===== src/rtl/seg_addr_pkg.sv =====
package seg_addr_pkg;
    localparam int SEG_W_DEF = 16;
    localparam int OFS_W_DEF = 16;
    localparam int SHIFT_DEF = 4;
    localparam int NSEG      = 4;
    localparam int SEL_W     = $clog2(NSEG);

    typedef enum logic [SEL_W-1:0] {
        SEG_CODE  = 2'd0,
        SEG_DATA  = 2'd1,
        SEG_STACK = 2'd2,
        SEG_EXTRA = 2'd3
    } seg_id_e;

    typedef enum logic [1:0] {
        ACC_FETCH = 2'd0,
        ACC_STACK = 2'd1,
        ACC_DATA  = 2'd2,
        ACC_DATA2 = 2'd3
    } acc_kind_e;
endpackage


===== src/rtl/seg_regfile.sv =====
module seg_regfile
    import seg_addr_pkg::*;
#(
    parameter int W = SEG_W_DEF,
    parameter int N = NSEG,
    localparam int IW = $clog2(N)
) (
    input  logic          clk,
    input  logic          rst_n,
    input  logic          we,
    input  logic [IW-1:0] wsel,
    input  logic [W-1:0]  wdata,
    input  logic [IW-1:0] rsel,
    output logic [W-1:0]  rdata
);
    typedef struct packed {
        logic [N-1:0][W-1:0] seg;
    } rf_t;

    rf_t rf_d, rf_q;

    always_comb begin
        rf_d = rf_q;
        if (we) begin
            rf_d.seg[wsel] = wdata;
        end
    end

    always_ff @(posedge clk or negedge rst_n) begin
        if (!rst_n) begin
            rf_q <= '0;
        end else begin
            rf_q <= rf_d;
        end
    end

    assign rdata = rf_q.seg[rsel];

    for (genvar i = 0; i < N; i++) begin : g_chk
        // the selected entry takes the written value
        a_r9_write: assert property (@(posedge clk) disable iff (!rst_n)
            (we && wsel == IW'(i)) |=> rf_q.seg[i] == $past(wdata));
        // entries that are not selected keep their values
        a_r9_hold: assert property (@(posedge clk) disable iff (!rst_n)
            !(we && wsel == IW'(i)) |=> $stable(rf_q.seg[i]));
        // an edge that samples reset leaves the entry cleared
        a_r10_seg_clear: assert property (@(posedge clk)
            !rst_n |=> rf_q.seg[i] == '0);
    end
endmodule


===== src/rtl/ip_counter.sv =====
module ip_counter
    import seg_addr_pkg::*;
#(
    parameter int W = OFS_W_DEF
) (
    input  logic         clk,
    input  logic         rst_n,
    input  logic         load,
    input  logic [W-1:0] load_val,
    input  logic         step,
    output logic [W-1:0] ip
);
    typedef struct packed {
        logic [W-1:0] ip;
    } ipc_t;

    ipc_t ipc_d, ipc_q;

    always_comb begin
        ipc_d = ipc_q;
        if (load) begin
            ipc_d.ip = load_val;
        end else if (step) begin
            ipc_d.ip = ipc_q.ip + W'(1);
        end
    end

    always_ff @(posedge clk or negedge rst_n) begin
        if (!rst_n) begin
            ipc_q <= '0;
        end else begin
            ipc_q <= ipc_d;
        end
    end

    assign ip = ipc_q.ip;

    // one step per sampled strobe
    a_r6_step_one: assert property (@(posedge clk) disable iff (!rst_n)
        (step && !load && ipc_q.ip != '1) |=> ipc_q.ip == $past(ipc_q.ip) + W'(1));
    // the top value wraps to zero
    a_r7_wrap: assert property (@(posedge clk) disable iff (!rst_n)
        (step && !load && ipc_q.ip == '1) |=> ipc_q.ip == '0);
    // a load wins over a step
    a_r8_load: assert property (@(posedge clk) disable iff (!rst_n)
        load |=> ipc_q.ip == $past(load_val));
    // no strobe and no load means the pointer holds
    a_r6_hold: assert property (@(posedge clk) disable iff (!rst_n)
        (!step && !load) |=> $stable(ipc_q.ip));
    // an edge that samples reset leaves the pointer cleared
    a_r10_ip_clear: assert property (@(posedge clk)
        !rst_n |=> ipc_q.ip == '0);
endmodule


===== src/rtl/base_select.sv =====
module base_select
    import seg_addr_pkg::*;
(
    input  logic [1:0]       acc_kind,
    input  logic             ovr_en,
    input  logic [SEL_W-1:0] ovr_seg,
    output logic [SEL_W-1:0] seg_id,
    output logic             use_ip
);
    always_comb begin
        seg_id = SEG_DATA;
        use_ip = 1'b0;
        unique case (acc_kind_e'(acc_kind))
            ACC_FETCH: begin
                seg_id = SEG_CODE;
                use_ip = 1'b1;
            end
            ACC_STACK: seg_id = SEG_STACK;
            ACC_DATA, ACC_DATA2: seg_id = ovr_en ? ovr_seg : SEG_DATA;
            default: seg_id = SEG_DATA;
        endcase
    end
endmodule


===== src/rtl/addr_adder.sv =====
module addr_adder
    import seg_addr_pkg::*;
#(
    parameter int SEG_W = SEG_W_DEF,
    parameter int OFS_W = OFS_W_DEF,
    parameter int SHIFT = SHIFT_DEF,
    localparam int PA_W = SEG_W + SHIFT
) (
    input  logic [SEG_W-1:0] base,
    input  logic [OFS_W-1:0] ofs,
    output logic [PA_W-1:0]  phys
);
    logic [PA_W-1:0] base_sh;
    logic [PA_W-1:0] ofs_ext;

    always_comb begin
        base_sh = {base, {SHIFT{1'b0}}};
        ofs_ext = PA_W'(ofs);
        phys    = base_sh + ofs_ext;
    end
endmodule


===== src/rtl/seg_addr_gen.sv =====
module seg_addr_gen
    import seg_addr_pkg::*;
#(
    parameter int SEG_W = SEG_W_DEF,
    parameter int OFS_W = OFS_W_DEF,
    parameter int SHIFT = SHIFT_DEF,
    localparam int PA_W = SEG_W + SHIFT
) (
    input  logic             clk,
    input  logic             rst_n,
    input  logic             seg_we,
    input  logic [1:0]       seg_sel,
    input  logic [SEG_W-1:0] seg_wdata,
    input  logic             ip_we,
    input  logic [OFS_W-1:0] ip_wdata,
    input  logic             fetch_stb,
    input  logic [1:0]       acc_kind,
    input  logic             ovr_en,
    input  logic [1:0]       ovr_seg,
    input  logic [OFS_W-1:0] offset,
    output logic [PA_W-1:0]  phys_addr
);
    logic [SEL_W-1:0] seg_id;
    logic             use_ip;
    logic [SEG_W-1:0] base;
    logic [OFS_W-1:0] ip;
    logic [OFS_W-1:0] eff_ofs;

    base_select u_sel (
        .acc_kind (acc_kind),
        .ovr_en   (ovr_en),
        .ovr_seg  (ovr_seg),
        .seg_id   (seg_id),
        .use_ip   (use_ip)
    );

    seg_regfile #(.W(SEG_W), .N(NSEG)) u_rf (
        .clk   (clk),
        .rst_n (rst_n),
        .we    (seg_we),
        .wsel  (seg_sel),
        .wdata (seg_wdata),
        .rsel  (seg_id),
        .rdata (base)
    );

    ip_counter #(.W(OFS_W)) u_ip (
        .clk      (clk),
        .rst_n    (rst_n),
        .load     (ip_we),
        .load_val (ip_wdata),
        .step     (fetch_stb),
        .ip       (ip)
    );

    assign eff_ofs = use_ip ? ip : offset;

    addr_adder #(.SEG_W(SEG_W), .OFS_W(OFS_W), .SHIFT(SHIFT)) u_add (
        .base (base),
        .ofs  (eff_ofs),
        .phys (phys_addr)
    );

    // a fetch reads the code base with the pointer
    a_r2_fetch_base: assert property (@(posedge clk) disable iff (!rst_n)
        acc_kind == ACC_FETCH |-> (seg_id == SEG_CODE && eff_ofs == ip));
    // a stack access reads the stack base
    a_r3_stack_base: assert property (@(posedge clk) disable iff (!rst_n)
        acc_kind == ACC_STACK |-> (seg_id == SEG_STACK && eff_ofs == offset));
    // a data access without override reads the data base
    a_r4_data_base: assert property (@(posedge clk) disable iff (!rst_n)
        (acc_kind[1] && !ovr_en) |-> seg_id == SEG_DATA);
    // the override names the base for data accesses
    a_r5_override: assert property (@(posedge clk) disable iff (!rst_n)
        (acc_kind[1] && ovr_en) |-> (seg_id == ovr_seg && eff_ofs == offset));
endmodule


===== config.mk =====
export PLATFORM = sky130hd
export DESIGN_NAME = seg_addr_gen
export DESIGN_NICKNAME = d
export VERILOG_FILES = /design/src/rtl/seg_addr_pkg.sv /design/src/rtl/seg_regfile.sv /design/src/rtl/ip_counter.sv /design/src/rtl/base_select.sv /design/src/rtl/addr_adder.sv /design/src/rtl/seg_addr_gen.sv
export SDC_FILE = /design/constraint.sdc
export NUM_CORES = 1
export LEC_CHECK = 0
export BUFFER_PORTS_ARGS = -buffer_cell sky130_fd_sc_hd__buf_2
export CAP_MARGIN = 10
export CORE_MARGIN = 5
export CORE_UTILIZATION = 30
export DETAILED_ROUTE_END_ITERATION = 8
export PLACE_DENSITY = 0.56
export SLEW_MARGIN = 20
export SYNTH_ARGS = -nofsm -noshare
export SYNTH_HDL_FRONTEND = slang
export SYNTH_HIERARCHICAL = 1
export SYNTH_SLANG_ARGS = --single-unit

===== constraint.sdc =====
create_clock -name clk -period 4.65 [get_ports clk]
set_input_delay 0.465 -clock clk [delete_from_list [all_inputs] [get_ports clk]]
set_output_delay 0.465 -clock clk [all_outputs]
set_load 0.02 [all_outputs]

==> key figures, run 1 <==
Die
  – I/O Pins: 80
  – Chip height: between 100 and 150 um
  – Core footprint: around 0.016 mm^2
  – Initial Util: a little under a third
  – Die X: 137 um
  – # rows: 46
  – Die area: 0.0188 mm^2

Routing
  – Routed Antenna Nets: 0
  – Post-DR wirelength/cell: about 17 um
  – Vias/cell: a little under 5
  – Detailed-route via count: between 3,000 and 4,000
  – DRC Markers: 0
  – Router iterations before antenna repair: 6
  – Total Wirelength: ~12,000 um
  – First DRT Iteration DRCs: 132

Yosys
  – Mapped Nets: between 400 and 500
  – Sequential share of the synthesized area: a little over 40%
  – Distinct cells, synth: 57
  – Synth Instances: 387
  – Yosys reg bits: 80
  – Netlist Area Pre-Place: 0.00484 mm^2
  – Top FF cell, synth: dfrtp_1
  – Fraction of registers with async set/reset: 100%
  – Number of flops mapped to enable cells by yosys: 0
  – Synth Area per Inst: between 10 and 15 um^2
  – Synthesis Warnings: 6

Clocking
  – CTS root buf: clkbuf_16
  – PostCTS Resize Cnt: 0
  – Latest clock arrival within the worst-skew pair: ~0.34 ns
  – Number of CTS-inserted buffers: 9
  – H-Tree Depth: 3
  – CTS Buffer Depth: 2
  – CTS tree: done
  – CTS Sinks: 80
  – Post-CTS Repair Setup Buffers: 0
  – Hold-fix buffers, CTS: 0
  – Clock Pin Slew Worst Setup and Hold Paths: around 0.060 ns

Global route
  – Antenna violations before repair: 0
  – Total GRT Usage: between 10% and 20%
  – Largest net degree at the start of global routing: just over 80
  – Number of global-route vias before repair: about 3,500
  – Congestion Overflow GR: 0
  – First-pass GRT wire length: 18,900 um

Power
  – Pwr dens: between 400 and 500 mW/mm^2
  – Peak supply drop: between 0.15 and 0.2 mV
  – Static Leakage: roughly 2.5 nW

Placed design
  – Pre-CTS WS: about 0.60 ns
  – DP Area: ~0.0054 mm^2
  – HPWL after detailed placement: roughly 8600 um
  – Gp weighted congestion: 0.810
  – Placed cells: around 660
  – # port buffers: just under 80

Final layout
  – ANT cells: 0
  – Nets: roughly 530
  – Layout Cell Area excl Fill: approximately 0.0057 mm^2
  – Layout cells sized above 1: a little under half
  – Register area: between 0.002 and 0.0025 mm^2
  – Multi-input gate area: 0.00263 mm^2
  – Area grow syn2layout: 18.7%
  – Non-filler instance count after layout: just under 700
  – Fill count: 1,580

Timing
  – Final setup vio count: 0
  – Final period utilization: a little under nine tenths
  – Fin. max-slew vios: 0
  – Headroom to the max-slew limit: 28.4%
  – RSZ-0062 raised after global routing: no
  – Clock Skews: about 0.008 ns
  – Fin Hold WS: roughly 0.14 ns
  – Final min period: ~4.0 ns
  – Max Clk Rate: roughly 0.25 GHz
  – Setup WS post-layout: 0.653 ns
  – Final setup TNS: 0 ns
  – Transition time of the tightest slew-check pin: roughly 1.1 ns
  – Final Hold Vio Count: 0

Worst setup path
  – FF-to-FF setup slack: slightly above 3 ns
  – Crit. End Element: output port
  – Crit Path Category: in2out
  – Req. time, crit path: ~4.2 ns
  – CP startpoint kind: input port
  – FF-to-FF path depth: 5
  – R2r startpoint: u_ip/ip[0]
  – Critical R2R Capture: u_ip/ip[12]
  – Crit path arrival time: 3.53 ns
  – Crit-path max FO: 10

Status
  – Outcome: finished clean

Flow run
  – Max Cap Violations: 0

Worst hold path
  – Hold Crit Class: in2async
-- state kept, by name (all words and copies together) (netlist names) --
name / count
u_rf/rf_q: 64
u_ip/ip: 16
-- synth_stat cells, drive strengths merged, types with 3 or more instances --
cell type	instances	share of area [%]
dfrtp	80	41
mux2	80	19
nand2	25	1.9
buf	17	2.8
mux4	16	7.4
o21ai	16	1.7
ha	13	3.4
nand3	13	1.4
xnor2	13	2.4
a21oi	11	1.2
inv	11	0.85
nor2	10	0.83
nand4	8	1.7
xor2	8	1.4
a21o	5	0.78
clkbuf	5	0.59
nand2b	5	0.65
and3	4	0.57
and4	4	0.80
nor3	4	0.41
a31oi	3	0.39
nand3b	3	0.62
nor3b	3	0.70
o211ai	3	0.47
or3	3	0.39
-- cell families (layout without fill, tap and decap cells) --
kind of cell             count (synthesis)  after routing  synth area share (%)
flip-flops                              80             80                  41.4
AND/OR/NAND/NOR                         87             87                  11.1
multiplexers                            97             97                  27.0
AO/OA/AOI/OAI                           55             55                  8.61
XOR/XNOR                                21             21                  3.80
adder cells (fa/ha/maj)                 14             14                  3.78
buffers and inverters                   33            110                  4.27
-- metrics by stage --
| stage | power (mW) | utilization [%] |
|---|---|---|
| 3_5_place_dp | 1.82 | 34.0 |
| 4_1_cts | 2.71 | 36.3 |
| 6_report | 2.67 | 36.3 |
| 2_1_floorplan | 1.55 | - |
| 5_1_grt | 2.82 | 36.3 |
| 3_3_place_gp | 1.80 | 34.0 |
-- critical path: stages --
cell and delay, ns:
buf_2 0.11, a21boi_2 0.45, buf_4 0.32, mux4_2 0.54, ha_1 0.43, a21o_1 0.25
a31o_4 0.27, a2111oi_4 0.29, o311ai_1 0.19, buf_2 0.20
-- placed cells by master (no fill, tap or decap), drive strengths merged, types with 2 or more instances in the layout --
cell,synthesis,routed
o221ai,2,2
nor2,10,10
o31a,2,2
nor3,4,4
nor3b,3,3
ha,13,13
o211ai,3,3
nand4,8,8
a211oi,2,2
nand3,13,13
xnor2,13,13
dfrtp,80,80
bufinv,0,4
clkinv,0,2
nor4,2,2
inv,11,12
a21oi,11,11
o311ai,2,2
nand2,25,25
and2,2,2
nand2b,5,5
buf,17,83
a21o,5,5
a31oi,3,3
or3,3,3
o21ai,16,16
clkbuf,5,9
and4,4,4
xor2,8,8
mux2,80,80
nand3b,3,3
o2111a,2,2
mux4,16,16
and3,4,4
-- cell type report --
type                       count  area share [%]
multi-input combinational    274            45.8
inverter                      11           0.719
tap                          216            4.70
clock buffer                   9            3.92
sequential                    80            34.8
clock inverter                 7            2.48
timing repair buffer          83            7.51
-- how the worst max path moves through the flow --
stage                      startpoint       endpoint  slack [ns]  cells after the start
after floorplan            ovr_seg[0]  phys_addr[16]        0.95                     10
after global routing      acc_kind[1]  phys_addr[14]        0.40                     10
after global placement    acc_kind[1]  phys_addr[14]        0.64                     10
after detailed placement  acc_kind[1]  phys_addr[19]        0.60                     10
final                     acc_kind[1]  phys_addr[19]        0.65                     10
after CTS                 acc_kind[1]  phys_addr[19]        0.60                     10
-- power breakdown --
group	switching, mW	internal, mW
Combinational	0.510	0.403
Clock	0.289	0.581
Sequential	0.0733	0.816
Total	0.872	1.80
-- metal layers --
metal  GRT usage (%)  share of wire, %  vias to the layer above
met5               0                 0                        -
met4            3.16              0.66                        0
met3            3.49               5.5                        8
met2            20.5                46                       79
met1            18.0                48                     1691
li1                -                 -                     1588
Note: power is estimated with default switching activity, not from simulation.
==> inputs of run 2 (changes only) <==
--- a/config.mk
+++ b/config.mk
@@ -10,6 +10,7 @@
 export CORE_MARGIN = 5
 export CORE_UTILIZATION = 30
 export DETAILED_ROUTE_END_ITERATION = 8
+export MAX_ROUTING_LAYER = met4
 export PLACE_DENSITY = 0.56
 export SLEW_MARGIN = 20
 export SYNTH_ARGS = -nofsm -noshare
==> key figures, run 2 (synthesized netlist as in run 1, its figures left out) <==
Status
  – Outcome: finished clean

Worst setup path
  – CP startpoint kind: input port
  – Crit-path max FO: 10 (unchanged)
  – Req. time, crit path: 4.18 ns (about the same)
  – CP max stage delay: 0.54 ns (about the same)
  – Critical path buffer and inverter count: 3 (unchanged)
  – CP dominant cell by count: buf_2
  – Crit path arrival time: 3.53 ns (about the same)
  – Critical path's slowest cell: mux4_2
  – Critical path's top delay family: compound AO/OA/AOI/OAI gates
  – Crit Path Category: in2out
  – Crit-path cells: buf_2 > a21boi_2 > buf_4 > mux4_2 > ha_1 > a21o_1 > a31o_4 > a2111oi_4 > o311ai_1 > buf_2
  – Crit. End Element: output port

Final layout
  – Commonest non-fill, non-tap cell in the layout: dfrtp_1
  – Max FFs per register: 64 (unchanged)
  – Final core utilization: 36.3% (unchanged)
  – Area grow syn2layout: 18.7% (unchanged)
  – Top reg by flops: u_rf/rf_q
  – Layout cells sized above 1: 46.3% (unchanged)
  – Multi-input gate area: 0.00263 mm^2 (unchanged)
  – Commonest cells after routing, fill and taps aside: dfrtp_1, buf_2, mux2_2
  – ANT cells: 0 (unchanged)
  – Nets: 533 (unchanged)
  – Fill count: 1,580 (unchanged)
  – Register area: 0.00200 mm^2 (unchanged)
  – Non-filler instance count after layout: 680 (unchanged)

Global route
  – Antenna violations before repair: 0 (unchanged)
  – Number of global-route vias before repair: 3,493 (+0.029%)
  – Largest net degree at the start of global routing: 81 (unchanged)
  – First-pass GRT wire length: 18,900 um (-0.18%)
  – Congestion Overflow GR: 0 (unchanged)
  – Total GRT Usage: 13.5% (+0.38 points)

Power
  – Sequential Power Share: 33.3% (about the same)
  – Overall Power: 2.67 mW (about the same)
  – Pwr dens: 465 mW/mm^2 (about the same)
  – Psw: 0.874 mW (+0.12%)
  – Combinational share of power: 34.2% (about the same)
  – Clock Power Share: 32.5% (about the same)
  – Cell Int Power: 1.80 mW (about the same)
  – Peak supply drop: 0.198 mV (-0.91%)
  – Static Leakage: 2.46 nW (unchanged)
  – Sw Share: 32.7% (about the same)

Routing
  – Total Wirelength: 11,900 um (unchanged)
  – DRC Markers: 0 (unchanged)
  – Post-DR wirelength/cell: 17.5 um (unchanged)
  – Router iterations before antenna repair: 4 (-2)
  – Detailed-route via count: 3,380 (+0.42%)
  – First DRT Iteration DRCs: 145 (+9.8%)
  – Routed Antenna Nets: 0 (unchanged)
  – Vias/cell: 4.97 (+0.42%)

Flow run
  – Max Cap Violations: 0 (unchanged)

Clocking
  – Latest clock arrival within the worst-skew pair: 0.34 ns (about the same)
  – H-Tree Depth: 3 (unchanged)
  – Number of CTS-inserted buffers: 9 (unchanged)
  – Clock Pin Slew Worst Setup and Hold Paths: 0.06 ns (about the same)
  – CTS Sinks: 80 (unchanged)
  – Hold-fix buffers, CTS: 0 (unchanged)
  – CTS root buf: clkbuf_16
  – CTS tree: done
  – Post-CTS Repair Setup Buffers: 0 (unchanged)
  – CTS Buffer Depth: 2 (unchanged)
  – PostCTS Resize Cnt: 0 (unchanged)

Placed design
  – Placed cells: 664 (unchanged)
  – # port buffers: 79 (unchanged)
  – HPWL after detailed placement: 8600 um (unchanged)
  – Gp weighted congestion: 0.822 (+1.5%)

Timing
  – Final setup TNS: 0 ns (unchanged)
  – Max Clk Rate: 0.250 GHz (about the same)
  – Transition time of the tightest slew-check pin: 1.07 ns (+0.000291 ns)
  – RSZ-0062 raised after global routing: no
  – Final period utilization: 85.9% (about the same)
  – Headroom to the max-slew limit: 28.4% (about the same)
  – Clock Skews: 0.0100 ns (+0.00179 ns)
  – Final setup vio count: 0 (unchanged)
  – Final min period: 3.99 ns (-0.00299 ns)
  – Fin. max-slew vios: 0 (unchanged)
  – Final Hold Vio Count: 0 (unchanged)

Die
  – Die area: 0.0188 mm^2 (unchanged)
  – Die X: 137 um (unchanged)
  – # rows: 46 (unchanged)
  – Initial Util: 30.6% (unchanged)
  – Core footprint: 0.0158 mm^2 (unchanged)
  – I/O Pins: 80 (unchanged)
  – Chip height: 137 um (unchanged)

Worst hold path
  – Hold Crit Class: in2async
## run 2: cell counts in the layout (fill, tap and decap cells not counted)
Identical to the previous run, type by type.
## run 2: worst paths after layout
path | startpoint | to | slack [ns] | depth (start not counted)
worst max register to register | u_ip/ip[0] | u_ip/ip[12] | 3.03 | 5
worst max-delay path | acc_kind[1] | phys_addr[19] | 0.66 | 10
min in group clk | ip_wdata[0] | u_ip/ip[0] | 0.34 | 3
worst min register to register | u_rf/rf_q[39] | u_rf/rf_q[39] | 0.50 | 1
worst min-delay path | rst_n | u_ip/ip[8] | 0.14 | 1
max in group asynchronous | rst_n | u_ip/ip[10] | 3.93 | 1
## run 2: layout make-up
class                           count  share of cell area [%]
Clock buffer                        9                    3.92
Inverter                           11                   0.719
Clock inverter                      7                    2.48
Tap cell                          216                    4.70
Multi-Input combinational cell    274                    45.8
Timing Repair Buffer               83                    7.51
Sequential cell                    80                    34.8
## run 2: power by group through the flow
stage	Combinational, mW	Clock (mW)	Sequential, mW
floorplan	0.674	0	0.874
global placement	0.908	0	0.894
detailed placement	0.922	0	0.901
CTS	0.927	0.891	0.889
global route	0.998	0.922	0.903
finish	0.915	0.869	0.889
## run 2: metal layers
metal	routed length, um	share of wire [%]	global-route usage [%]	up-vias
li1	-	-	-	1591
met1	5720	48	18.3	1706
met2	5490	46	20.5	77
met3	607	5.1	3.13	6
met4	59	0.50	3.16	0
met5	0	0	-	-
## run 2: metrics by stage
step / setup slack [ns] / instance area [um^2] / hold slack [ns]
final: 0.656 / 5750 / 0.140
after global routing: 0.397 / 5750 / 0.237
after CTS: 0.604 / 5740 / 0.327
after detailed placement: 0.602 / 5370 / 0.489
after global placement: 0.639 / 5370 / 0.482
after floorplan: 0.950 / 4840 / 0.169
